**src/rtl/dram_ctl_pkg.sv**
```systemverilog
package dram_ctl_pkg;
  typedef enum logic [2:0] {
    CYC_IDLE  = 3'd0,
    CYC_RONLY = 3'd1,
    CYC_READ  = 3'd2,
    CYC_WRITE = 3'd3,
    CYC_CBR   = 3'd4
  } cyc_kind_e;
endpackage

```
**src/rtl/dram_edge_sense.sv**
```systemverilog
module dram_edge_sense #(
  parameter int W = 5
) (
  input  logic         clk,
  input  logic         rst_n,
  input  logic [W-1:0] sig_n,
  output logic [W-1:0] fell
);
  logic [W-1:0] prev_q;

  always_ff @(posedge clk) begin
    if (!rst_n) prev_q <= '1;
    else        prev_q <= sig_n;
  end

  genvar g;
  generate
    for (g = 0; g < W; g++) begin : g_fall
      assign fell[g] = prev_q[g] & ~sig_n[g];
    end
  endgenerate
endmodule

```
**src/rtl/dram_timing_guard.sv**
```systemverilog
module dram_timing_guard #(
  parameter int T_RAS_MIN = 4,
  parameter int T_RP_MIN  = 3
) (
  input  logic clk,
  input  logic rst_n,
  input  logic ras_n,
  output logic timing_err
);
  localparam int LW = $clog2(T_RAS_MIN + 1);
  localparam int HW = $clog2(T_RP_MIN + 1);
  localparam logic [LW-1:0] LMAX = LW'(T_RAS_MIN);
  localparam logic [HW-1:0] HMAX = HW'(T_RP_MIN);

  logic          ras_prev;
  logic [LW-1:0] low_cnt;
  logic [HW-1:0] high_cnt;
  logic          short_low, short_high;

  assign short_low  = !ras_prev && ras_n && (low_cnt < LMAX);
  assign short_high = ras_prev && !ras_n && (high_cnt < HMAX);

  always_ff @(posedge clk) begin
    if (!rst_n) begin
      ras_prev   <= 1'b1;
      low_cnt    <= '0;
      high_cnt   <= HMAX;
      timing_err <= 1'b0;
    end else begin
      ras_prev <= ras_n;
      if (ras_n) begin
        low_cnt  <= '0;
        high_cnt <= (high_cnt == HMAX) ? HMAX : high_cnt + 1'b1;
      end else begin
        high_cnt <= '0;
        low_cnt  <= (low_cnt == LMAX) ? LMAX : low_cnt + 1'b1;
      end
      if (short_low || short_high) timing_err <= 1'b1;
    end
  end
endmodule

```
**src/rtl/dram_byte_lane.sv**
```systemverilog
module dram_byte_lane (
  input  logic clk,
  input  logic rst_n,
  input  logic access_ok,
  input  logic cas_n,
  input  logic cas_fell,
  input  logic we_n,
  input  logic we_fell,
  input  logic oe_n,
  output logic rd_now,
  output logic wr_now,
  output logic oe_q,
  output logic strobe_q
);
  assign rd_now = access_ok && !cas_n && !oe_n && we_n;
  assign wr_now = access_ok && !cas_n && !we_n && (cas_fell || we_fell);

  always_ff @(posedge clk) begin
    if (!rst_n) begin
      oe_q     <= 1'b0;
      strobe_q <= 1'b0;
    end else begin
      oe_q     <= rd_now;
      strobe_q <= wr_now;
    end
  end
endmodule

```
**src/rtl/dram_cycle_ctl.sv**
```systemverilog
module dram_cycle_ctl
  import dram_ctl_pkg::*;
#(
  parameter int ADDR_W = 9,
  parameter int MR     = 3,
  parameter int MC     = 3
) (
  input  logic              clk,
  input  logic              rst_n,
  input  logic              ras_n,
  input  logic              cas_int_n,
  input  logic              ras_fell,
  input  logic              cas_fell,
  input  logic [ADDR_W-1:0] addr,
  input  logic              rd_any,
  input  logic              wr_any,
  output logic              access_ok,
  output logic [MR-1:0]     row_lo,
  output logic [MC-1:0]     col_lo,
  output logic [2:0]        cyc_kind,
  output logic              rfsh_pulse,
  output logic [ADDR_W-1:0] rfsh_row
);
  logic              cyc_on;
  logic              is_cbr;
  logic [MC-1:0]     col_q;
  logic [ADDR_W-1:0] ref_cnt;
  cyc_kind_e         kind_q;

  assign access_ok = cyc_on && !is_cbr && !ras_n && !ras_fell;
  assign col_lo    = cas_fell ? addr[MC-1:0] : col_q;
  assign cyc_kind  = kind_q;

  always_ff @(posedge clk) begin
    if (!rst_n) begin
      cyc_on     <= 1'b0;
      is_cbr     <= 1'b0;
      row_lo     <= '0;
      col_q      <= '0;
      ref_cnt    <= '0;
      kind_q     <= CYC_IDLE;
      rfsh_pulse <= 1'b0;
      rfsh_row   <= '0;
    end else begin
      rfsh_pulse <= ras_fell;
      if (ras_fell) begin
        cyc_on <= 1'b1;
        is_cbr <= !cas_int_n;
        if (!cas_int_n) begin
          rfsh_row <= ref_cnt;
          ref_cnt  <= ref_cnt + 1'b1;
          kind_q   <= CYC_CBR;
        end else begin
          rfsh_row <= addr;
          row_lo   <= addr[MR-1:0];
          kind_q   <= CYC_RONLY;
        end
      end else begin
        if (ras_n && cas_int_n) cyc_on <= 1'b0;
        if (access_ok && cas_fell) col_q <= addr[MC-1:0];
        if (access_ok && wr_any)
          kind_q <= CYC_WRITE;
        else if (access_ok && rd_any && kind_q != CYC_WRITE)
          kind_q <= CYC_READ;
      end
    end
  end
endmodule

```
**src/rtl/dram_cell_array.sv**
```systemverilog
module dram_cell_array #(
  parameter int MR     = 3,
  parameter int MC     = 3,
  parameter int DQ_W   = 16,
  parameter int LANE_W = 8
) (
  input  logic                   clk,
  input  logic [DQ_W/LANE_W-1:0] wr_en,
  input  logic [MR-1:0]          row,
  input  logic [MC-1:0]          col,
  input  logic [DQ_W-1:0]        wdata,
  output logic [DQ_W-1:0]        rdata
);
  localparam int LANES = DQ_W / LANE_W;
  localparam int DEPTH = 1 << (MR + MC);

  logic [DQ_W-1:0] mem [DEPTH];
  logic [MR+MC-1:0] idx;

  assign idx = {row, col};

  always_ff @(posedge clk) begin
    for (int i = 0; i < LANES; i++) begin
      if (wr_en[i]) mem[idx][i*LANE_W +: LANE_W] <= wdata[i*LANE_W +: LANE_W];
    end
    rdata <= mem[idx];
  end
endmodule

```
**src/rtl/dram_dual_cas_ctl.sv**
```systemverilog
module dram_dual_cas_ctl #(
  parameter int ADDR_W       = 9,
  parameter int DQ_W         = 16,
  parameter int LANE_W       = 8,
  parameter int MEM_ROW_BITS = 3,
  parameter int MEM_COL_BITS = 3,
  parameter int T_RAS_MIN    = 4,
  parameter int T_RP_MIN     = 3
) (
  input  logic              clk,
  input  logic              rst_n,
  input  logic              ras_n,
  input  logic              lcas_n,
  input  logic              ucas_n,
  input  logic              we_n,
  input  logic              oe_n,
  input  logic [ADDR_W-1:0] addr,
  input  logic [DQ_W-1:0]   dq_in,
  output logic [DQ_W-1:0]   dq_out,
  output logic [1:0]        dq_oe,
  output logic [1:0]        wr_strobe,
  output logic [2:0]        cyc_kind,
  output logic              rfsh_pulse,
  output logic [ADDR_W-1:0] rfsh_row,
  output logic              timing_err
);
  localparam int LANES = DQ_W / LANE_W;

  logic [LANES-1:0]        lane_cas_n;
  logic                    cas_int_n;
  logic [4:0]              fell;
  logic                    access_ok;
  logic [LANES-1:0]        rd_now, wr_now, oe_q, strobe_q;
  logic [MEM_ROW_BITS-1:0] row_lo;
  logic [MEM_COL_BITS-1:0] col_lo;
  logic [DQ_W-1:0]         rdata;

  assign lane_cas_n = {ucas_n, lcas_n};
  assign cas_int_n  = &lane_cas_n;

  dram_edge_sense #(.W(5)) u_edges (
    .clk  (clk),
    .rst_n(rst_n),
    .sig_n({we_n, ucas_n, lcas_n, cas_int_n, ras_n}),
    .fell (fell)
  );

  dram_timing_guard #(.T_RAS_MIN(T_RAS_MIN), .T_RP_MIN(T_RP_MIN)) u_guard (
    .clk       (clk),
    .rst_n     (rst_n),
    .ras_n     (ras_n),
    .timing_err(timing_err)
  );

  dram_cycle_ctl #(.ADDR_W(ADDR_W), .MR(MEM_ROW_BITS), .MC(MEM_COL_BITS)) u_cyc (
    .clk       (clk),
    .rst_n     (rst_n),
    .ras_n     (ras_n),
    .cas_int_n (cas_int_n),
    .ras_fell  (fell[0]),
    .cas_fell  (fell[1]),
    .addr      (addr),
    .rd_any    (|rd_now),
    .wr_any    (|wr_now),
    .access_ok (access_ok),
    .row_lo    (row_lo),
    .col_lo    (col_lo),
    .cyc_kind  (cyc_kind),
    .rfsh_pulse(rfsh_pulse),
    .rfsh_row  (rfsh_row)
  );

  genvar g;
  generate
    for (g = 0; g < LANES; g++) begin : g_lane
      dram_byte_lane u_lane (
        .clk      (clk),
        .rst_n    (rst_n),
        .access_ok(access_ok),
        .cas_n    (lane_cas_n[g]),
        .cas_fell (fell[2+g]),
        .we_n     (we_n),
        .we_fell  (fell[4]),
        .oe_n     (oe_n),
        .rd_now   (rd_now[g]),
        .wr_now   (wr_now[g]),
        .oe_q     (oe_q[g]),
        .strobe_q (strobe_q[g])
      );
      assign dq_out[g*LANE_W +: LANE_W] = oe_q[g] ? rdata[g*LANE_W +: LANE_W] : '0;
    end
  endgenerate

  dram_cell_array #(.MR(MEM_ROW_BITS), .MC(MEM_COL_BITS), .DQ_W(DQ_W), .LANE_W(LANE_W)) u_array (
    .clk  (clk),
    .wr_en(wr_now),
    .row  (row_lo),
    .col  (col_lo),
    .wdata(dq_in),
    .rdata(rdata)
  );

  assign dq_oe     = oe_q;
  assign wr_strobe = strobe_q;
endmodule

```
**config.mk**
```make
export PLATFORM = sky130hd
export DESIGN_NAME = dram_dual_cas_ctl
export DESIGN_NICKNAME = d
export VERILOG_FILES = /design/src/rtl/dram_ctl_pkg.sv /design/src/rtl/dram_edge_sense.sv /design/src/rtl/dram_timing_guard.sv /design/src/rtl/dram_byte_lane.sv /design/src/rtl/dram_cycle_ctl.sv /design/src/rtl/dram_cell_array.sv /design/src/rtl/dram_dual_cas_ctl.sv
export SDC_FILE = /design/constraint.sdc
export NUM_CORES = 1
export LEC_CHECK = 0
export BUFFER_PORTS_ARGS = -buffer_cell sky130_fd_sc_hd__buf_4
export CORE_UTILIZATION = 40
export DETAILED_ROUTE_END_ITERATION = 12
export GPL_TIMING_DRIVEN = 0
export HOLD_SLACK_MARGIN = 0.08
export PLACE_DENSITY = 0.55
export RECOVER_POWER = 100
export SLEW_MARGIN = 5
export SYNTH_ARGS = -nofsm -noshare
export SYNTH_HDL_FRONTEND = slang
export SYNTH_HIERARCHICAL = 1
export SYNTH_SLANG_ARGS = --single-unit
```
**constraint.sdc**
```tcl
create_clock -name clk -period 3.6 [get_ports clk]
set_clock_uncertainty 0.15 [all_clocks]
set_input_delay 0.36 -clock clk [delete_from_list [all_inputs] [get_ports clk]]
set_output_delay 0.36 -clock clk [all_outputs]
set_load 0.1 [all_outputs]
```
* Yosys cells after proc, flatten, opt, wreduce, memory -nomap -nowiden
Memories as Yosys holds them, arrays and structs flattened. A register that Yosys moved wholly into a read port is not among the register bits. Cells that the tools add are included.
Storage, ports and cells: register bits 46, memory bits (writable) 1024, input bits 32, output and inout port bits 34, memories 1
Memory list:
- u_array.mem | words 64, width 16, rd ports 1, clocked after memory_dff 1, write ports 1, RTL line dram_cell_array.sv:17 | logic [DQ_W-1:0] mem [DEPTH];
Cells by class: $add $sub $neg 3, order comparisons 2, eq/ne operators 3, mux-type cells 17, bitwise gates (word level) 12, reduce and logical (&&, ||, !) cells 44
Operators by type and width (count):
- $logic_and A1 B1 Y1 | 22
- $mux W3 | 6
- $mux W8 | 2
- $add A9 B1 Y9 const B | 1
- $logic_not A1 Y1 | 9
- $mux W9 | 1
- $not A1 Y1 | 7
- $mux W1 | 6
- $reduce_and A2 Y1 | 3
- $reduce_or A2 Y1 | 3
- $and A1 B1 Y1 | 5
- $mux W2 | 2
- $add A3 B1 Y3 const B | 1
- $eq A3 B3 Y1 const B | 1
- $logic_or A1 B1 Y1 | 3
- $lt A3 B3 Y1 const B | 1
- $ne A3 B2 Y1 const B | 1
- $reduce_and A3 Y1 | 1
- $reduce_bool A3 Y1 | 1
- $reduce_or A3 Y1 | 1
- $add A2 B1 Y2 const B | 1
- $eq A2 B2 Y1 const B | 1
- $lt A2 B2 Y1 const B | 1
- $reduce_bool A2 Y1 | 1

* Logic depth before layout (Yosys ltp)
depth in word-level cells 13, gate-level depth with buffers 14, depth with buffers taken out 9

* By module
Netlist, hierarchy kept.
Modules (own cells, without submodules):
- dram_cell_array | times used 1, cells each 2329, area each 39800.7 um^2, sequential area each 31069.8 um^2
- dram_cycle_ctl | times used 1, cells each 143, area each 1281.2 um^2, sequential area each 600.6 um^2
- dram_timing_guard | times used 1, cells each 28, area each 275.3 um^2, sequential area each 140.1 um^2
- dram_byte_lane | times used 2, cells each 10, area each 108.9 um^2, sequential area each 40.0 um^2
- dram_edge_sense | times used 1, cells each 15, area each 162.7 um^2, sequential area each 100.1 um^2
- dram_dual_cas_ctl | times used 1, cells each 19, area each 118.9 um^2, sequential area each 0.0 um^2

* Worst setup path after synthesis
OpenSTA, ideal clock, no wires.
path kind in2reg, start input port lcas_n, end memory u_array.mem[32][0], enable pin, library setup time 0.370 ns, data arrival time 2.988 ns, required time 3.080 ns, setup slack 0.092 ns, cell stages on the path 12, path buffers 6, cell sequence and2_1 > nor2b_1 > clkbuf_1 > mux2_2 > buf_2 > nor2_2 > buf_2 > buf_2 > buf_2 > nand2_1 > clkbuf_1 > nor2_1
On the way: elaborated cells between the ends (all ways) 13, classes of those cells mux: 3; bitwise: 4; reduce/logical: 6
RTL lines:
- from (decl) | RTL line dram_dual_cas_ctl.sv:13 | input logic lcas_n,
- $reduce_and A2 Y1 | RTL line dram_dual_cas_ctl.sv:39 | assign cas_int_n = &lane_cas_n;
- $not A1 Y1 (no source line)
- $and A1 B1 Y1 | RTL line dram_edge_sense.sv:19 | assign fell[g] = prev_q[g] & ~sig_n[g];
- named net fell[1] | RTL line dram_dual_cas_ctl.sv:31 | logic [4:0] fell;
- $mux W3 | RTL line dram_cycle_ctl.sv:31 | assign col_lo = cas_fell ? addr[MC-1:0] : col_q;
- named net col_lo[1] | RTL line dram_dual_cas_ctl.sv:35 | logic [MEM_COL_BITS-1:0] col_lo;
- to (decl) | RTL line dram_cell_array.sv:17
The timed path passes the listed nets, and every way through them passes these cells.

* Worst setup path in the final report
start register u_edges.prev_q[1], end register u_array.rdata[13], read port of u_array.mem
On the way: word-level cells in the longest chain between the ends 2
Ends and longest elaborated chain:
- from (decl) | RTL line dram_edge_sense.sv:9 | logic [W-1:0] prev_q;
- from (signal assigned) | RTL line dram_edge_sense.sv:13 | else prev_q <= sig_n;
- $and A1 B1 Y1 | RTL line dram_edge_sense.sv:19
- named net fell[1] | RTL line dram_dual_cas_ctl.sv:31
- $mux W3 | RTL line dram_cycle_ctl.sv:31
- named net col_lo[2] | RTL line dram_dual_cas_ctl.sv:35
- to (decl) | RTL line dram_cell_array.sv:12 | output logic [DQ_W-1:0] rdata
The timed path passes the listed nets, and every way through them passes these cells. A chain may end at the register's enable or synchronous reset.

==> results.cfg <==
[outcome]
status = finished, violations left
violations = max-capacitance violations, max-slew violations, negative setup slack

[final_layout]
drive_gt1_share_pct = 25.1
fin_area_um2 = 50800
num-fill-cells = 8644
area_growth_pct = 21.4
multi_input_area_um2 = 10400
fin_util_pct = 49.0
seqCellArea_um2 = 32000
nets = 2880

[yosys]
ys_top_cells_by_count = 1024 x edfxtp_1, 224 x nor2_1, 146 x a22oi_1
synth_warnings = 6
synth_area_per_cell_um2 = 16.4
async_flop_share_pct = 0
synth_cell_types = 68
ys_top_cells_by_area = edfxtp_1 73%, dfxtp_1 3.0%, mux2i_1 2.9%
ys_seq_elements = 1086
synth-edff-count = 1024
yosysTopAreaCellShare_pct = 73.5
syn_inst = 2554
yosysMostFrequentCell = edfxtp_1
yosys_most_used_dff = edfxtp_1
synth_area_leader_cell = edfxtp_1
mappedNetlistArea_um2 = 41900
syn-num-nets = 2589
seq_area_frac_synth_pct = 76.4

[detailed_routing]
drtPass1Iterations = 6
wl_per_cell_um = 36.1
wl_um = 156000
postRouteAntennaNets = 0
via_per_inst = 6.41
vias = 27716
drt-initial-drc-count = 4177
drc = 0

[critical_path]
critPathSlowestCell = o31a_1
crit_family = buffers and inverters
critPathMaxFanout = 10
crit_required_ns = 3.87
crit_top_cell = buf_4
critPathKind = reg2reg
cp-end-kind = flip-flop
critPathLaunchType = flip-flop
cp.arrival_ns = 4.00
path_buf_inv = 4
crit_chain = nor2b_1, clkbuf_4, mux2_4, buf_4, buf_4, buf_4, mux2i_1, o22ai_1, o31a_1, nor4_4, nand4_1
max_stage_delay_ns = 0.43

[place]
preCtsSetupSlack_ns = -2.59
gp_congestion = 1.01
place.detailed.hpwl_um = 103000
portBuffers = 65
dpl_cell_area_um2 = 44100

[global_routing]
grt_pass1_vias = 26580
grt_pass1_wl_um = 211000
grt_overflow_total = 0
gr-usage-all-layers_pct = 29.0
antenna_found_initial = 4
globalRoute.busiestLayer = met2
grt.met1_usage_pct = 37.6
grtUsageMet2_pct = 43.6
use_met3_pct = 7.71
grt_start_max_net_pins = 65

[sta]
rsz0062_at_grt = yes
fmax_mhz = 268
fin_hold_ws_ns = 0.232
fin_ws_ns = -0.132
slew_headroom_pct = -140
setup_viol = 288
period_minus_slack_ns = 3.73
maxSlewViolCount = 1042
post-route-period-util_pct = 104
worst_pin_slew_ns = 3.60
hold_violations = 0

[floorplan]
core_area_um2 = 104000
io_pins = 66
dieHeight_um = 325
die_w_um = 325
die_area_um2 = 106000
start_util_pct = 40.4
std_cell_rows = 118

[clock_network]
clkTransAtPathRegs_ns = 0.06
clock_path_buffers = 3
cts_tree = built
htree_levels = 3
cts_buffers = 112
clock_latency_ns = 0.70
clock-sinks = 1086
cts_root_buffer = clkbuf_16

[power]
p_per_area_nw_per_um2 = 554
vdd_drop_max_mv = 0.402
cellLeakagePower_uw = 0.0160
p_total_uw = 28200

[job]
maxCapViolCount = 16

[min_path]
holdCritPathClass = in2reg
[per-layer routing]
layer,vias up,wire length [µm]
met5,-,0
met4,0,11000
met3,449,19200
met2,2039,68600
met1,14251,57300
li1,10977,-
[cells in the final DEF (no fill, tap or decap), types with 19 or more instances in the layout]
cell,Yosys,layout
clkbuf_1,71,82
dlygate4sd3_1,0,23
a221oi_1,134,118
buf_12,0,32
buf_4,7,94
buf_2,77,35
nor2_1,224,103
mux2i_1,122,121
o21ai_1,3,20
nand2_1,69,44
and2_1,23,21
mux2_2,49,46
clkbuf_2,0,39
o21ai_0,84,60
clkbuf_4,0,29
edfxtp_1,1024,1024
clkbuf_16,0,117
a21oi_1,63,61
a22o_1,20,20
clkinv_1,0,22
buf_6,2,28
dfxtp_1,62,62
a22oi_1,146,141
a221o_1,19,19
nand3_1,30,30
clkinv_2,0,25
o22ai_1,65,59
nor2_4,0,98
nor2_2,3,26
[cell type report]
type | count | share of cell area (%)
Timing Repair Buffer | 181 | 3.10
Buffer | 176 | 2.53
Sequential cell | 1086 | 63.0
Clock inverter | 67 | 1.32
Antenna cell | 3 | 0.0148
Multi-Input combinational cell | 1274 | 20.5
Inverter | 14 | 0.111
Tap cell | 1380 | 3.40
Clock buffer | 141 | 6.08
[power breakdown]
part / switching, µW / total (µW) / internal (µW)
Sequential: 25.4 / 13900 / 13900
Clock: 4830 / 11800 / 6980
Combinational: 1790 / 2440 / 649
[metrics by stage]
step,std cells,setup TNS [ns]
floorplan,2554,0
global placement,3999,-1917.04
detailed placement,3999,-1993.79
CTS,4313,-31.91
global route,4319,-14.89
finish,4322,-8.65
[worst min-delay path, cell delays in order]
cell and delay (ns):
buf_4 0.11, nor2b_1 0.18, or4b_4 0.20, a311oi_2 0.05
o22ai_1 0.11
[path summary, 6_finish.rpt]
path,cells past startpoint,to,slack [ns],start
max,11,u_array/rdata[13],-0.13,u_edges/prev_q[1]
min,5,u_cyc/cyc_kind[0],0.23,ras_n
max reg2reg,11,u_array/rdata[13],-0.13,u_edges/prev_q[1]
min reg2reg,2,u_cyc/rfsh_row[5],0.34,u_cyc/rfsh_row[5]
[cell families (layout without fill, tap and decap cells)]
family	count (synthesis)	count (layout)	share of synthesized area, %
flops	1086	1086	76.4
xor+xnor	2	2	0.0419
buf+inv	194	579	2.07
fa+ha+maj	3	3	0.0897
other cells	0	3	0
simple gates	433	433	4.79
mux	192	192	5.26
compound gates	644	644	11.3
[registers in the layout (all words and copies together) (netlist names)]
signal	flops
u_array/rdata	16
u_cyc/is_cbr	1
u_cyc/row_lo	3
u_array/mem	1024
u_guard/high_cnt	2
u_cyc/rfsh_row	9
u_cyc/col_q	3
u_cyc/rfsh_pulse	1
u_cyc/ref_cnt	9
g_lane.u_lane/oe_q	2
u_guard/timing_err	1
u_cyc/cyc_on	1
u_cyc/cyc_kind	3
u_edges/prev_q	5
u_guard/low_cnt	3
g_lane.u_lane/strobe_q	2
u_guard/ras_prev	1
[what timing repair did]
item | 4_1_cts | 5_1_grt
hold endpoints to repair | 37 | 0
resized for setup | 502 | 193
setup endpoints to repair | 1040 | 1039
hold buffers | 23 | 0
pin swaps | 65 | 12
buffers inserted | 87 | 6
Power figures use the tool's default switching activity.
